<file path="config.mk">
export PLATFORM = sky130hd
export DESIGN_NAME = clk_switch_seq
export DESIGN_NICKNAME = d
export VERILOG_FILES = /design/src/rtl/clk_switch_seq.sv
export SDC_FILE = /design/constraint.sdc
export NUM_CORES = 1
export LEC_CHECK = 0
export BUFFER_PORTS_ARGS = -buffer_cell sky130_fd_sc_hd__buf_2
export CAP_MARGIN = 40
export CELL_PAD_IN_SITES_DETAIL_PLACEMENT = 1
export CELL_PAD_IN_SITES_GLOBAL_PLACEMENT = 2
export CORE_AREA = 4 4 53 55
export DETAILED_ROUTE_END_ITERATION = 7
export DIE_AREA = 0 0 57 59
export PLACE_DENSITY = 0.76
export SLEW_MARGIN = 0
export SYNTH_ARGS = -nofsm -noshare
export SYNTH_HDL_FRONTEND = slang
export SYNTH_SLANG_ARGS = --single-unit
</file>
<file path="constraint.sdc">
create_clock -name clk -period 1.92 [get_ports clk]
set_input_delay 0 -clock clk [delete_from_list [all_inputs] [get_ports clk]]
set_output_delay 0 -clock clk [all_outputs]
set_load 0.05 [all_outputs]
</file>
<file path="src/rtl/clk_switch_seq.sv">
module clk_switch_seq #(
  parameter int SRC_W     = 3,
  parameter int DIV_W     = 3,
  parameter int MAX_DIV   = 1,
  parameter logic [2:0] RESET_SRC = 3'd0
) (
  input  logic             clk,
  input  logic             rst_n,
  input  logic [SRC_W-1:0] new_src,
  input  logic             sw_req,
  input  logic [DIV_W-1:0] div_sel,
  input  logic             pri_rdy,
  input  logic             sec_rdy,
  input  logic             frc_rdy,
  input  logic             lprc_rdy,
  input  logic             pll_lock,
  output logic [SRC_W-1:0] cur_src,
  output logic             sw_en,
  output logic             lock_flag
);
  localparam logic [SRC_W-1:0] FRC     = SRC_W'(0);
  localparam logic [SRC_W-1:0] FRC_PLL = SRC_W'(1);
  localparam logic [SRC_W-1:0] PRI     = SRC_W'(2);
  localparam logic [SRC_W-1:0] PRI_PLL = SRC_W'(3);
  localparam logic [SRC_W-1:0] SEC     = SRC_W'(4);
  localparam logic [SRC_W-1:0] LPRC    = SRC_W'(5);
  localparam logic [SRC_W-1:0] RSVD    = SRC_W'(6);
  localparam logic [SRC_W-1:0] FRC_DIV = SRC_W'(7);

  logic [SRC_W-1:0] tgt, pend_src;
  logic pend, req_ok, tgt_rdy, done;

  function automatic logic is_pll(input logic [SRC_W-1:0] c);
    return (c == FRC_PLL) || (c == PRI_PLL);
  endfunction

  assign req_ok = sw_req && (new_src != RSVD) &&
                  !((new_src == FRC_PLL) && (div_sel > DIV_W'(MAX_DIV)));

  always_comb begin
    case (tgt)
      FRC, FRC_DIV: tgt_rdy = frc_rdy;
      FRC_PLL:      tgt_rdy = frc_rdy && pll_lock;
      PRI:          tgt_rdy = pri_rdy;
      PRI_PLL:      tgt_rdy = pri_rdy && pll_lock;
      SEC:          tgt_rdy = sec_rdy;
      LPRC:         tgt_rdy = lprc_rdy;
      default:      tgt_rdy = 1'b0;
    endcase
  end

  assign done      = sw_en && tgt_rdy;
  assign lock_flag = pll_lock && (is_pll(cur_src) || (sw_en && is_pll(tgt)));

  always_ff @(posedge clk or negedge rst_n) begin
    if (!rst_n) begin
      cur_src  <= RESET_SRC;
      tgt      <= RESET_SRC;
      pend_src <= RESET_SRC;
      sw_en    <= 1'b0;
      pend     <= 1'b0;
    end else begin
      if (done) cur_src <= tgt;
      if (!sw_en) begin
        if (req_ok) begin
          sw_en <= 1'b1;
          tgt   <= new_src;
        end
      end else if (done) begin
        if (pend)        tgt <= pend_src;
        else if (req_ok) tgt <= new_src;
        else             sw_en <= 1'b0;
      end
      if (sw_en && req_ok && !(done && !pend)) begin
        pend     <= 1'b1;
        pend_src <= new_src;
      end else if (done) begin
        pend <= 1'b0;
      end
    end
  end

  a_r3_done_takes_target: assert property (@(posedge clk) disable iff (!rst_n)
    $fell(sw_en) |-> cur_src == $past(tgt));
  a_r4_pll_waits_lock: assert property (@(posedge clk) disable iff (!rst_n)
    (sw_en && is_pll(tgt) && !pll_lock) |=> $stable(cur_src));
  a_r9_hold_until_ready: assert property (@(posedge clk) disable iff (!rst_n)
    (sw_en && !tgt_rdy) |=> $stable(cur_src));
  a_r5_no_reserved: assert property (@(posedge clk) disable iff (!rst_n)
    (sw_en |-> tgt != RSVD));
  a_r7_pend_needs_en: assert property (@(posedge clk) disable iff (!rst_n)
    pend |-> sw_en);
  a_r2_change_only_when_enabled: assert property (@(posedge clk) disable iff (!rst_n)
    !$stable(cur_src) |-> $past(sw_en));
endmodule

</file>
# Yosys cells after proc, flatten, opt, wreduce, memory -nomap -nowiden
# Cells that the tools add are included.
op_classes:
  mux: 11
  div: 0
  n_eq_ne: 11
  n_shift: 0
  mul: 0
  addsub: 0
  magnitude_cmp: 1
  n_reduce_logical: 20
  n_bitwise: 0
op_table:
  columns: ["operator", "n"]
  rows:
  - ["$mux W3", 4]
  - ["$logic_and A1 B1 Y1", 11]
  - ["$eq A3 B1 Y1 const B", 3]
  - ["$eq A3 B2 Y1 const B", 3]
  - ["$eq A3 B3 Y1 const B", 3]
  - ["$mux W1", 6]
  - ["$pmux W1 S6", 1]
  - ["$gt A3 B1 Y1 const B", 1]
  - ["$logic_not A1 Y1", 3]
  - ["$logic_not A3 Y1", 1]
  - ["$logic_or A1 B1 Y1", 3]
  - ["$ne A3 B3 Y1 const B", 1]
  - ["$ne A2 B1 Y1 const B", 1]
  - ["$reduce_bool A2 Y1", 1]
  - ["$reduce_or A2 Y1", 1]
totals:
  romBits: 0
  ff_bits: 11
  mem_bits_rw: 0
  latch_bits: 0
  n_memories: 0
  out_inout_bits: 5

# Depth between registers and ports, before layout
depth:
  word_depth: 8
  depth_mapped: 5
  ltp_nobuf: 4

# Worst setup path before layout
# OpenSTA, ideal clock, no wires.
synth_path:
  path_kind: "reg2reg"
  start: "reg tgt[1]"
  end: "reg pend_src[0]"
  path_slack_ps: 267
  period_less_slack_ps: 1653
  arrival_time_ps: 1528
  required_time_ps: 1795
  n_path_buf: 0
  path_stages_with_launch: 5
  path_cell_list: "dfrtp_1 mux2i_1 or3_4 o2111a_2 mux2_4"
synth_between:
  elab_chain_len: 7
  word_cells_on_any_way: 13
  classes_between: "6 x eq/ne; 1 x mux; 6 x reduce/logical"
synth_lines:
  columns: ["element", "line_no", "source"]
  rows:
  - ["start: declaration", "30", "logic [SRC_W-1:0] tgt, pend_src;"]
  - ["start signal: assignment", "67", "tgt <= new_src;"]
  - ["start signal: assignment", "70", "if (pend) tgt <= pend_src;"]
  - ["start signal: assignment", "71", "else if (req_ok) tgt <= new_src;"]
  - ["$eq A3 B3 Y1 / $logic_not A3 Y1 (equally long branches)", "41", "case (tgt)"]
  - ["$reduce_or A2 Y1", "41", null]
  - ["$pmux W1 S6 *", "41", null]
  - ["$logic_and A1 B1 Y1 *", "52", "assign done = sw_en && tgt_rdy;"]
  - ["$logic_and A1 B1 Y1 *", "74", "if (sw_en && req_ok && !(done && !pend)) begin"]
  - ["$logic_not A1 Y1 *", "74", null]
  - ["$logic_and A1 B1 Y1 *", "74", null]
  - ["end signal: assignment", "76", "pend_src <= new_src;"]
  - ["end: declaration", "30", null]
# Every way passes the cells marked *; elsewhere a longest branch is shown, timed or not.
# A chain may end at the register's enable or synchronous reset.

# Worst setup path in the final report
layout_path:
  start: "reg tgt[0]"
  end: "reg pend_src[2]"
# The elaborated chain is that of the path after synthesis.

==> impl_metrics.ini <==
[power_and_ir_drop]
p_leak_nw = 0.401
peakVddDrop_mv = 0.717
powerDensity_nw_per_um2 = 1760
p_total_mw = 1.44

[setup_path]
rrSetupSlack_ns = 0.20
path_class = flip-flop to flip-flop
r2r_end = pend_src[2]$_DFFE_PN0P_
path_cells = mux2_2 -> o211ai_1 -> o2111a_2 -> mux2_4
worst-path-max-fanout = 5
startpoint_type = flip-flop
rr_startpoint = tgt[0]$_DFFE_PN0P_
cp-startpoint = tgt[0]$_DFFE_PN0P_
slowest_delay_ns = 0.41
r2r_cells = 4
crit_required_ns = 2.07
critPathCaptureType = flip-flop
endpoint = pend_src[2]$_DFFE_PN0P_
crit_slowest_cell = dfrtp_1
arrival_ns = 1.86

[logic_synthesis]
syn_avg_cell_area_um2 = 10.4
seq_area_frac_synth = 0.426
synth.most_common_cell = dfrtp_1
ys_types = 29
synth_commonest_cells = dfrtp_1, nand2_1, inv_1
synthFlopType = dfrtp_1
syn_inst = 62
yosys_warnings = 0
synth_top_area_frac = 0.426
netlist_top_cells_area = dfrtp_1, mux2_4, mux2_2, nand2_1, mux2i_1
syn_area_um2 = 647
ys_ff_latch = 11
synth-edff-count = 0
syn_nets = 76
synth_top_cell_by_area = dfrtp_1
async_reset_ff_frac = 1.00

[global_routing]
grt_pass1_wl_um = 2740
first_global_vias = 617
grt-busiest-layer = met2
grt.met1_usage = 0.128
gr-usage-met3 = 0.0283
grt_usage = 0.102
antenna_found_initial = 0
grt_max_degree = 12
gr-usage-met2 = 0.176
grt_overflow_total = 0

[finish]
layout.nets = 100
antenna_cells = 0
fin_area_um2 = 817
drive_gt1_frac = 0.376
nFillCells = 303
final_util = 0.342
area_growth_pct = 26.3
final_cells = 115

[place]
place_ws_ns = 0.195
dpl_cell_area_um2 = 781
dp.cells = 110
gp_congestion = 0.701
io_buffers = 17
place_hpwl_um = 1240

[status]
status = finished clean

[floorplanning]
row_count = 18
ioPinCount = 19
fp.dieH_um = 59
dieArea_um2 = 3360
core_area_um2 = 2390
start_util = 0.271
die_w_um = 57

[timing]
whs_ns = 0.0516
worst_pin_slew_ns = 0.280
fin_ws_ns = 0.203
period_share = 0.894
hold_viol_final = 0
finalSetupTns_ns = 0
slew_headroom = 0.813
period_needed_ns = 1.72
skew_ns = 0.000528
rsz0062_at_grt = no
max_freq_mhz = 583
final-max-slew-violation-count = 0
report.final.setup_viol = 0

[detailed_routing]
drtPass1Iterations = 2
drt_iter0_drc = 4
post_drt_via_cell_ratio = 4.80
wl_um = 1540
drtAntennaViolNets = 0
drcViolationCount = 0
via_count = 552
wl_per_cell_um = 13.4

[cts]
cts_buffer_depth = 2
postCtsSetupBuffers = 0
clk_latency_ns = 0.26
cts_sinks = 11
cts-root-buf = clkbuf_4
cts_made_buffers = 3
post_cts_resized = 0
cts_tree = done
h-tree-depth = 1
cts.clk_slew.worst_paths_ns = 0.07
cts-hold-fix-buffers = 1

[flow_run]
maxCapViolations = 0

[hold_path]
hp-class = input port to flip-flop
==> power by group <==
part | internal (mW) | total (mW) | leakage, nW | switching, mW
combinational | 0.355 | 0.821 | 0.258 | 0.466
clock | 0.0802 | 0.153 | 0.0150 | 0.0731
sequential | 0.350 | 0.463 | 0.128 | 0.113
total | 0.785 | 1.44 | 0.401 | 0.653
==> placed cells by master (no fill, tap or decap), types with 2 or more instances in the layout <==
master / Yosys / layout
mux2_2: 2 / 2
nand2_1: 6 / 6
nand3_1: 2 / 2
mux2_4: 3 / 3
mux2i_1: 2 / 2
dfrtp_1: 11 / 11
o22ai_1: 2 / 2
and2_1: 2 / 2
buf_2: 0 / 17
buf_4: 0 / 2
o211a_1: 2 / 2
o211ai_1: 2 / 2
nor2_1: 2 / 2
nor2b_1: 3 / 3
a22o_1: 2 / 2
a21oi_1: 2 / 2
inv_1: 5 / 5
clkbuf_4: 0 / 3
==> cell families after synthesis <==
logic type | share of synthesized area
compound gates | 0.238
buf+inv | 0.0348
flops | 0.426
mux | 0.135
simple gates | 0.166
==> how the worst min path moves through the flow <==
stage	cells past startpoint	endpoint	from	slack, ns
floorplan	0	cur_src[0]$_DFFE_PN0N_	rst_n	-0.30
global placement	1	cur_src[1]$_DFFE_PN0N_	rst_n	-0.11
detailed placement	1	cur_src[0]$_DFFE_PN0N_	rst_n	-0.12
CTS	2	pend_src[1]$_DFFE_PN0P_	new_src[1]	0.05
global route	2	pend_src[1]$_DFFE_PN0P_	new_src[1]	0.04
finish	2	pend_src[0]$_DFFE_PN0P_	new_src[0]	0.05
==> critical path, delay by kind of cell, from the launching register on <==
kind / cells / cell delay (ns)
AO/OA/AOI/OAI: 2 / 0.50
flip-flops: 1 / 0.41
multiplexers: 2 / 0.69
==> state kept, by name (all words and copies together), names as in the netlist <==
name / count
pend_src: 3
cur_src: 3
pend: 1
sw_en: 1
tgt: 3
==> area by class of cell <==
class / count / area (µm²) / share of cell area
Multi-Input combinational cell: 45 / 349 / 0.427
Inverter: 5 / 18.8 / 0.0230
Tap cell: 30 / 37.5 / 0.0459
Clock buffer: 4 / 26.3 / 0.0322
Timing Repair Buffer: 20 / 110 / 0.135
Sequential cell: 11 / 275 / 0.337
==> layer usage <==
metal	vias up	wire [µm]
li1	275	-
met1	268	705
met2	9	773
met3	0	59
met4	0	0
met5	-	0
Power figures use the tool's default switching activity.
